### src/rtl/sr_seq_pkg.sv
package sr_seq_pkg;

    typedef enum logic [2:0] {
        SR_IDLE,
        SR_ENTER,
        SR_IN_SR,
        SR_WAIT_CLK,
        SR_NOP_XSNR,
        SR_DLL_WAIT,
        SR_READY
    } sr_state_e;

    typedef struct packed {
        logic cs_n;
        logic ras_n;
        logic cas_n;
        logic we_n;
    } ddr_cmd_t;

    typedef enum logic [1:0] {
        SRC_HOST,
        SRC_NOP,
        SRC_REF
    } cmd_src_e;

    typedef struct packed {
        logic     cke;
        logic     cmd_open;
        logic     rd_open;
        logic     sr_active;
        logic     done;
        logic     gate_rd;
        cmd_src_e src;
    } sr_ctl_t;

    localparam ddr_cmd_t CMD_NOP     = ddr_cmd_t'(4'b0111);
    localparam ddr_cmd_t CMD_REFRESH = ddr_cmd_t'(4'b0001);
    localparam ddr_cmd_t CMD_READ    = ddr_cmd_t'(4'b0101);

    function automatic logic is_read(input ddr_cmd_t c);
        return (c == CMD_READ);
    endfunction

    function automatic int unsigned max_u(input int unsigned a, input int unsigned b);
        return (a > b) ? a : b;
    endfunction

    function automatic sr_ctl_t ctl_of_state(input sr_state_e st);
        sr_ctl_t c;
        c = '{cke: 1'b1, cmd_open: 1'b0, rd_open: 1'b0, sr_active: 1'b0,
              done: 1'b0, gate_rd: 1'b0, src: SRC_NOP};
        case (st)
            SR_IDLE: begin
                c.cmd_open = 1'b1;
                c.rd_open  = 1'b1;
                c.src      = SRC_HOST;
            end
            SR_ENTER: begin
                c.cke = 1'b0;
                c.src = SRC_REF;
            end
            SR_IN_SR, SR_WAIT_CLK: begin
                c.cke       = 1'b0;
                c.sr_active = 1'b1;
            end
            SR_NOP_XSNR: begin
                c.src = SRC_NOP;
            end
            SR_DLL_WAIT: begin
                c.cmd_open = 1'b1;
                c.gate_rd  = 1'b1;
                c.src      = SRC_HOST;
            end
            SR_READY: begin
                c.cmd_open = 1'b1;
                c.rd_open  = 1'b1;
                c.done     = 1'b1;
                c.src      = SRC_HOST;
            end
            default: c.src = SRC_NOP;
        endcase
        return c;
    endfunction

endpackage

### src/rtl/sr_exit_timer.sv
module sr_exit_timer
    import sr_seq_pkg::*;
#(
    parameter int unsigned NOP_LEN = 10,
    parameter int unsigned DLL_CYC = 200
) (
    input  logic clk,
    input  logic rst,
    input  logic run,
    output logic nop_last,
    output logic dll_last
);
    localparam int unsigned MAX_CNT = max_u(NOP_LEN, DLL_CYC);
    localparam int unsigned CNT_W   = (MAX_CNT < 2) ? 1 : $clog2(MAX_CNT + 1);
    localparam logic [CNT_W-1:0] NOP_END = CNT_W'(NOP_LEN - 1);
    localparam logic [CNT_W-1:0] DLL_END = CNT_W'(DLL_CYC - 1);

    logic [CNT_W-1:0] cnt_q;

    // Counts cycles since the clock enable rose; held at zero while idle.
    always_ff @(posedge clk) begin
        if (rst || !run) begin
            cnt_q <= '0;
        end else if (cnt_q != {CNT_W{1'b1}}) begin
            cnt_q <= cnt_q + 1'b1;
        end
    end

    assign nop_last = run && (cnt_q == NOP_END);
    assign dll_last = run && (cnt_q == DLL_END);

endmodule

### src/rtl/sr_fsm.sv
module sr_fsm
    import sr_seq_pkg::*;
#(
    parameter bit SKIP_DLL = 1'b0
) (
    input  logic      clk,
    input  logic      rst,
    input  logic      sr_req,
    input  logic      clk_stable,
    input  logic      nop_last,
    input  logic      dll_last,
    output sr_state_e state,
    output logic      timer_run
);
    sr_state_e state_q, state_d;
    sr_state_e after_nop;

    generate
        if (SKIP_DLL) begin : g_merged
            assign after_nop = SR_READY;
        end else begin : g_split
            assign after_nop = SR_DLL_WAIT;
        end
    endgenerate

    always_comb begin
        state_d = state_q;
        case (state_q)
            SR_IDLE:     if (sr_req)     state_d = SR_ENTER;
            SR_ENTER:                    state_d = SR_IN_SR;
            SR_IN_SR:    if (!sr_req)    state_d = SR_WAIT_CLK;
            SR_WAIT_CLK: if (clk_stable) state_d = SR_NOP_XSNR;
            SR_NOP_XSNR: if (nop_last)   state_d = after_nop;
            SR_DLL_WAIT: if (dll_last)   state_d = SR_READY;
            SR_READY:                    state_d = SR_IDLE;
            default:                     state_d = SR_IDLE;
        endcase
    end

    always_ff @(posedge clk) begin
        if (rst) begin
            state_q <= SR_IDLE;
        end else begin
            state_q <= state_d;
        end
    end

    assign state     = state_q;
    assign timer_run = (state_q == SR_NOP_XSNR) || (state_q == SR_DLL_WAIT);

endmodule

### src/rtl/sr_cmd_gate.sv
module sr_cmd_gate
    import sr_seq_pkg::*;
(
    input  sr_ctl_t  ctl,
    input  ddr_cmd_t host_cmd,
    output ddr_cmd_t mem_cmd
);
    always_comb begin
        case (ctl.src)
            SRC_HOST: mem_cmd = (ctl.gate_rd && is_read(host_cmd)) ? CMD_NOP : host_cmd;
            SRC_REF:  mem_cmd = CMD_REFRESH;
            default:  mem_cmd = CMD_NOP;
        endcase
    end

endmodule

### src/rtl/sr_sequencer.sv
module sr_sequencer
    import sr_seq_pkg::*;
#(
    parameter int unsigned T_XSNR       = 10,
    parameter int unsigned DLL_CYC      = 200,
    parameter bit          CONSERVATIVE = 1'b0
) (
    input  logic       clk,
    input  logic       rst,
    input  logic       sr_req_i,
    input  logic       clk_stable_i,
    input  logic [3:0] host_cmd_i,
    output logic       cke_o,
    output logic [3:0] cmd_o,
    output logic       cmd_ready_o,
    output logic       rd_ready_o,
    output logic       sr_active_o,
    output logic       exit_done_o
);
    localparam int unsigned NOP_LEN  = CONSERVATIVE ? DLL_CYC : T_XSNR;
    localparam bit          SKIP_DLL = CONSERVATIVE || (T_XSNR >= DLL_CYC);

    sr_state_e state;
    logic      timer_run;
    logic      nop_last;
    logic      dll_last;
    sr_ctl_t   ctl;
    ddr_cmd_t  mem_cmd;

    sr_fsm #(.SKIP_DLL(SKIP_DLL)) u_fsm (
        .clk        (clk),
        .rst        (rst),
        .sr_req     (sr_req_i),
        .clk_stable (clk_stable_i),
        .nop_last   (nop_last),
        .dll_last   (dll_last),
        .state      (state),
        .timer_run  (timer_run)
    );

    sr_exit_timer #(.NOP_LEN(NOP_LEN), .DLL_CYC(DLL_CYC)) u_timer (
        .clk      (clk),
        .rst      (rst),
        .run      (timer_run),
        .nop_last (nop_last),
        .dll_last (dll_last)
    );

    assign ctl = ctl_of_state(state);

    sr_cmd_gate u_gate (
        .ctl      (ctl),
        .host_cmd (ddr_cmd_t'(host_cmd_i)),
        .mem_cmd  (mem_cmd)
    );

    assign cke_o       = ctl.cke;
    assign cmd_o       = mem_cmd;
    assign cmd_ready_o = ctl.cmd_open;
    assign rd_ready_o  = ctl.rd_open;
    assign sr_active_o = ctl.sr_active;
    assign exit_done_o = ctl.done;

endmodule

### config.mk
export PLATFORM = sky130hd
export DESIGN_NAME = sr_sequencer
export DESIGN_NICKNAME = d
export VERILOG_FILES = /design/src/rtl/sr_seq_pkg.sv /design/src/rtl/sr_exit_timer.sv /design/src/rtl/sr_fsm.sv /design/src/rtl/sr_cmd_gate.sv /design/src/rtl/sr_sequencer.sv
export SDC_FILE = /design/constraint.sdc
export NUM_CORES = 1
export LEC_CHECK = 0
export CORE_AREA = 2 2 45 47
export CTS_BUF_LIST = sky130_fd_sc_hd__clkbuf_8
export DETAILED_ROUTE_END_ITERATION = 16
export DIE_AREA = 0 0 47 49
export DONT_BUFFER_PORTS = 1
export GPL_TIMING_DRIVEN = 1
export PLACE_DENSITY_LB_ADDON = 0.1
export SLEW_MARGIN = 20
export SYNTH_ARGS = -nofsm -noshare
export SYNTH_HDL_FRONTEND = slang
export SYNTH_SLANG_ARGS = --single-unit
### constraint.sdc
create_clock -name clk -period 1.5 [get_ports clk]
set_input_delay 0.3 -clock clk [delete_from_list [all_inputs] [get_ports clk]]
set_output_delay 0.3 -clock clk [all_outputs]
set_load 0.005 [all_outputs]
==> run metrics, run 1 <==
Worst Setup SP=u_fsm.state[0]; Total Nets Final=118; Sw Ratio=28.3%; Critical Path Max Stage Delay=0.36 ns; gpl congestion=0.693; Remaining DRCs=0; first-pass GRT wire length=2300 microns; P&R area growth vs syn=36.1%; asr flop ratio synth=0%; combinational fraction of design power=24.5%; CTS max path bufs=2; max_cap viols=0; First DRT Iteration DRCs=8; Post-Syn Nets=99; M2 GR Usage=20.5%; Fin. Hold Viols=0; Starting Density=36.7%; fin util=49.9%; Slew HR=79.4%; CP Launch Type=flip-flop; Pre-antenna DRT Iters=4; Psw=239 uW; Die Width=47 microns; critical register-to-register path startpoint=u_fsm.state[0]; commonest non-fill, non-tap cell in the layout=buf_4; PwrDens=918 mW/mm^2; register area=235 sq um; Synth cell types=33; PortBufs=0; met1 Use GR=17.3%; Fmax=686 MHz; busiest grt layer=met2; Max Slew Vio Count=0; I/O pins=17; CTS sink cnt=11; DR vias=672; slew at the pin closest to its max-slew limit=0.301 ns; Root Driver=clkbuf_8; RSZ-0062 raised after global routing=true; largest net degree at the start of global routing=11; Final Setup Violations=0; Hold Path Class=primary input to flip-flop; post-synthesis sequential area ratio=32.6%; status=complete, no violations; WP data required=1.20 ns; vias in the first global route=571; Reg power frac=40.8%; Core Area=0.00184 sq mm; initial antenna violation count=0; Layout Skew=0.00728 ns; wire per inst=11.7 microns; Vias/cell=5.01; Chip Height=49 microns; EDFF count, synth=0; Worst-Skew Late Latency=0.24 ns; Cells after Synth=89; CP Cell Sequence=nand3b_1, buf_4, o22a_1; #FFs+latches synth=11; drt total wl=1570 microns; die area=0.00230 sq mm; CTS clk-pin slew, worst paths=0.05 ns; GR Overflow Total=0; detailed placement HPWL=1160 microns; area of the multi-input gates=450 sq um; Final period util=97.1%; post-route insts no fill=134; CTS buffer count=3; internal power=605 uW; syn_area_per_cell=7.59 sq um; Max VDD drop=540 uV; slowest stage cell, crit path=dfxtp_4; most frequent cells in the layout=buf_4, nor2_1, nand2_1, dfxtp_1, nor2b_1; hold slack=0.104 ns; Syn Std Cell Area=676 sq um; GRT Total Usage=13.9%; worst setup path class=flip-flop to output port; H-tree depth=1; Placed Instances=125; family with the most delay on the worst path=flip-flops; clock power share=34.7%; post-route minimum period=1.46 ns; # diodes=0; Routed Antenna Nets=0; Syn. warnings=0; CTS tree=built; crit end category=output port; Primary FF master, synth=dfxtp_1; filler instances=197; row cnt=16; Crit Path Max Fanout=8; total negative setup slack=0 ns; hold_sp=rst; Buf/Inv on CP=1; Lkg Pwr=0.399 nW; fraction of layout cells with a size suffix above 1=30.8%; met3 Usage GRT=3.70%; data arrival time of the critical path=1.16 ns
==> synthesized netlist by cell type, drive strengths merged (3+ instances only) <==
cell   instances  share of area [%]
a21oi          4                3.0
buf            3                2.2
dfxtp         11                 33
nand2          6                3.3
nand3          3                2.2
nand4          3                2.8
nor2          15                8.3
nor2b          4                3.7
nor3           3                3.0
o21ai          4                3.0
==> worst paths after layout <==
kind                           end  slack, ns  cells after the start
setup / recovery          cmd_o[1]       0.04                      3
hold / removal      u_fsm.state[0]       0.10                      1
setup reg to reg    u_fsm.state[0]       0.07                      5
hold reg to reg   u_timer.cnt_q[6]       0.48                      1
==> worst reg2reg max path, stage by stage (launching register included) <==
cell     delay [ns]
dfxtp_4        0.36
nor2b_1        0.12
o21ai_0        0.15
a21oi_1        0.10
or4_1          0.50
a21oi_2        0.12
==> power by group through the flow <==
stage                     clock, mW  sequential (mW)  combinational (mW)
after floorplan                   0            0.321               0.159
after global placement            0            0.348               0.183
after detailed placement          0            0.348               0.183
after CTS                     0.302            0.345               0.186
after global routing          0.327            0.347               0.233
final                         0.293            0.344               0.207
==> registers in the layout, indices dropped and copies added (netlist names) <==
register	count
u_fsm.state	3
u_timer.cnt_q	8
==> through the flow <==
stage / setup WS (ns) / total power, mW / area (sq um)
after floorplan: 0.0163 / 0.480 / 679
after global placement: 0.0481 / 0.531 / 796
after detailed placement: 0.0218 / 0.531 / 796
after CTS: 0.00570 / 0.833 / 845
after global routing: -0.0266 / 0.907 / 920
final: 0.0429 / 0.844 / 920
==> per-layer routing <==
metal  part of all wire, %  vias up  routed length (microns)
li1                      -      352                        -
met1                    46      305                      717
met2                    48       13                      749
met3                   5.5        2                       86
met4                  0.83        0                       13
met5                     0        -                        0
==> kinds of logic (layout without fill, tap and decap cells) <==
| kind of cell | after synthesis | count (layout) | share of synthesized area, % |
|---|---|---|---|
| buf+inv | 7 | 25 | 4.44 |
| fa+ha+maj | 2 | 2 | 3.70 |
| compound gates | 18 | 18 | 17.2 |
| flops | 11 | 11 | 32.6 |
| xor+xnor | 3 | 3 | 3.89 |
| simple gates | 46 | 46 | 35.2 |
| mux | 2 | 2 | 2.96 |
==> repair_timing <==
| action | in CTS | in global routing |
|---|---|---|
| gates cloned | 0 | 0 |
| pin swaps | 0 | 5 |
| setup buffers | 0 | 5 |
| resized for setup | 4 | 9 |
| hold buffers | 0 | 0 |
| setup endpoints to repair | 6 | 9 |
==> area by class of cell <==
type | instances | share of cell area [%]
well taps | 27 | 3.67
repair buffers | 19 | 16.1
flip-flops and latches | 11 | 25.6
inverters | 2 | 0.816
clock inverters | 1 | 0.408
multi-input cells | 71 | 49.0
clock buffers | 3 | 4.49
Power figures use the tool's default switching activity.
==> run 2, diff against run 1 <==
--- a/config.mk
+++ b/config.mk
@@ -5,10 +5,10 @@
 export SDC_FILE = /design/constraint.sdc
 export NUM_CORES = 1
 export LEC_CHECK = 0
-export CORE_AREA = 2 2 45 47
+export CORE_AREA = 2 2 39 41
 export CTS_BUF_LIST = sky130_fd_sc_hd__clkbuf_8
 export DETAILED_ROUTE_END_ITERATION = 16
-export DIE_AREA = 0 0 47 49
+export DIE_AREA = 0 0 41 43
 export DONT_BUFFER_PORTS = 1
 export GPL_TIMING_DRIVEN = 1
 export PLACE_DENSITY_LB_ADDON = 0.1
==> run metrics, run 2 (synthesized netlist as in run 1, its figures left out) <==
wire per inst=11.9 microns (+1.3%); vias in the first global route=522 (-8.6%); post-place setup slack=0.0109 ns (-0.0109 ns); Total Nets Final=109 (-7.6%); CTS clk-pin slew, worst paths=0.05 ns (about the same); met3 Usage GRT=7.85% (+4.1 points); Fin. Hold Viols=0 (unchanged); post-route insts no fill=114 (-15%); # diodes=0 (unchanged); Root Driver=clkbuf_8; WP data required=1.20 ns (about the same); Slew HR=80.5% (+1.0 points); M2 GR Usage=27.8% (+7.3 points); H-tree depth=1 (unchanged); Worst Setup SP=u_fsm.state[0]; CTS tree=built; fin util=58.7% (+8.7 points); Worst Reg-to-Reg Cells=5 (unchanged); initial antenna violation count=0 (unchanged); total negative setup slack=0 ns (unchanged); hold slack=0.112 ns (+0.00756 ns); row cnt=14 (-2); data arrival time of the critical path=1.17 ns (about the same); worst setup path class=flip-flop to output port; P&R area growth vs syn=20.2%; Starting Density=48.8% (+12 points); final instance area=812 sq um (-12%); Vias/cell=5.52 (+10%); Die Width=41 microns (-13%); Tot Pwr=835 uW (-1.1%); Final period util=98.3% (+1.2 points); GRT Total Usage=19.8% (+6.0 points); Pre-antenna DRT Iters=2 (-2); drt total wl=1350 microns (-14%); Layout Skew=0.00165 ns (-0.00563 ns); first-pass GRT wire length=2200 microns (-4.5%); Final Setup Violations=0 (unchanged); max FFs per register=8 (unchanged); Routed Antenna Nets=0 (unchanged); PwrDens=1030 mW/mm^2 (+12%); fraction of layout cells with a size suffix above 1=23.5% (-7.4 points); status=complete, no violations; commonest non-fill, non-tap cell in the layout=nor2_1; post-route minimum period=1.47 ns (+0.0178 ns); Fmax=678 MHz (-1.2%); PortBufs=0 (unchanged); GR Overflow Total=0 (unchanged); detailed placement HPWL=1040 microns (-10%); Core Area=0.00138 sq mm (-25%); Placed Area=752 sq um (-5.5%); RSZ-0062 raised after global routing=true; met1 Use GR=21.5% (+4.2 points); Placed Instances=110 (-12%); R2R Setup Slk=0.09 ns (+0.02 ns); Worst-Skew Late Latency=0.24 ns (about the same); crit end category=output port; crit path to=cmd_o[2]; worst reg2reg endpoint=u_fsm.state[1]; busiest grt layer=met2; critical register-to-register path startpoint=u_timer.cnt_q[0]; CTS buffer count=3 (unchanged); Max Slew Vio Count=0 (unchanged); slew at the pin closest to its max-slew limit=0.292 ns (-0.00834 ns); I/O pins=17 (unchanged); CTS sink cnt=11 (unchanged); Hold Path Class=primary input to flip-flop; Chip Height=43 microns (-12%); max_cap viols=0 (unchanged); Max VDD drop=593 uV (+9.9%); Lkg Pwr=0.338 nW (-15%); gpl congestion=0.820 (+18%); CP Launch Type=flip-flop; First DRT Iteration DRCs=2 (-6); CTS Hold Bufs=0 (unchanged); final worst setup slack=0.0251 ns (-0.0178 ns); die area=0.00176 sq mm (-23%); Crit Path Max Fanout=11 (+3); largest net degree at the start of global routing=12 (+1); CTS max path bufs=2 (unchanged); Biggest register=u_timer.cnt_q; most frequent cells in the layout=nor2_1, buf_4, nand2_1, dfxtp_1; Remaining DRCs=0 (unchanged); DR vias=629 (-6.4%)
run 2: worst min path at each step:
stage,from,end,slack [ns],cells past startpoint
detailed placement,rst,u_fsm.state[0],0.37,1
global placement,rst,u_fsm.state[0],0.37,1
global route,rst,u_fsm.state[0],0.1,1
floorplan,rst,u_fsm.state[0],0.37,1
finish,rst,u_fsm.state[0],0.11,1
CTS,rst,u_fsm.state[0],0.11,1
run 2: where the power goes:
group / leakage [nW] / switching [mW] / internal, mW / total (mW)
clock network: 0.0269 / 0.115 / 0.180 / 0.295
registers: 0.0923 / 0.0366 / 0.313 / 0.350
logic: 0.219 / 0.0856 / 0.105 / 0.190
total: 0.338 / 0.237 / 0.598 / 0.835
run 2: final cells by class:
cell class | count | area [sq um]
fill | 135 | 572
multi-input combinational | 71 | 432
sequential | 11 | 233
timing repair buffer | 10 | 75.1
clock buffer | 3 | 41.3
tap | 16 | 20.0
inverter | 2 | 7.51
clock inverter | 1 | 3.75
run 2: metal layers:
layer | part of all wire [%] | vias up | wire (microns)
li1 | - | 330 | -
met2 | 47 | 11 | 637
met4 | 3.9 | 0 | 53
met5 | 0 | - | 0
met1 | 43 | 284 | 581
met3 | 5.8 | 4 | 79
run 2: what timing repair did:
action	in CTS	in global routing
buffers inserted	0	0
pin swaps	0	4
gates resized for setup	4	7
endpoints found under the setup margin	6	8
run 2: worst max-delay path, stage by stage, from the launching register on:
cell and delay, ns:
dfxtp_4 0.37, nand3b_1 0.20, buf_4 0.16, o22a_1 0.20
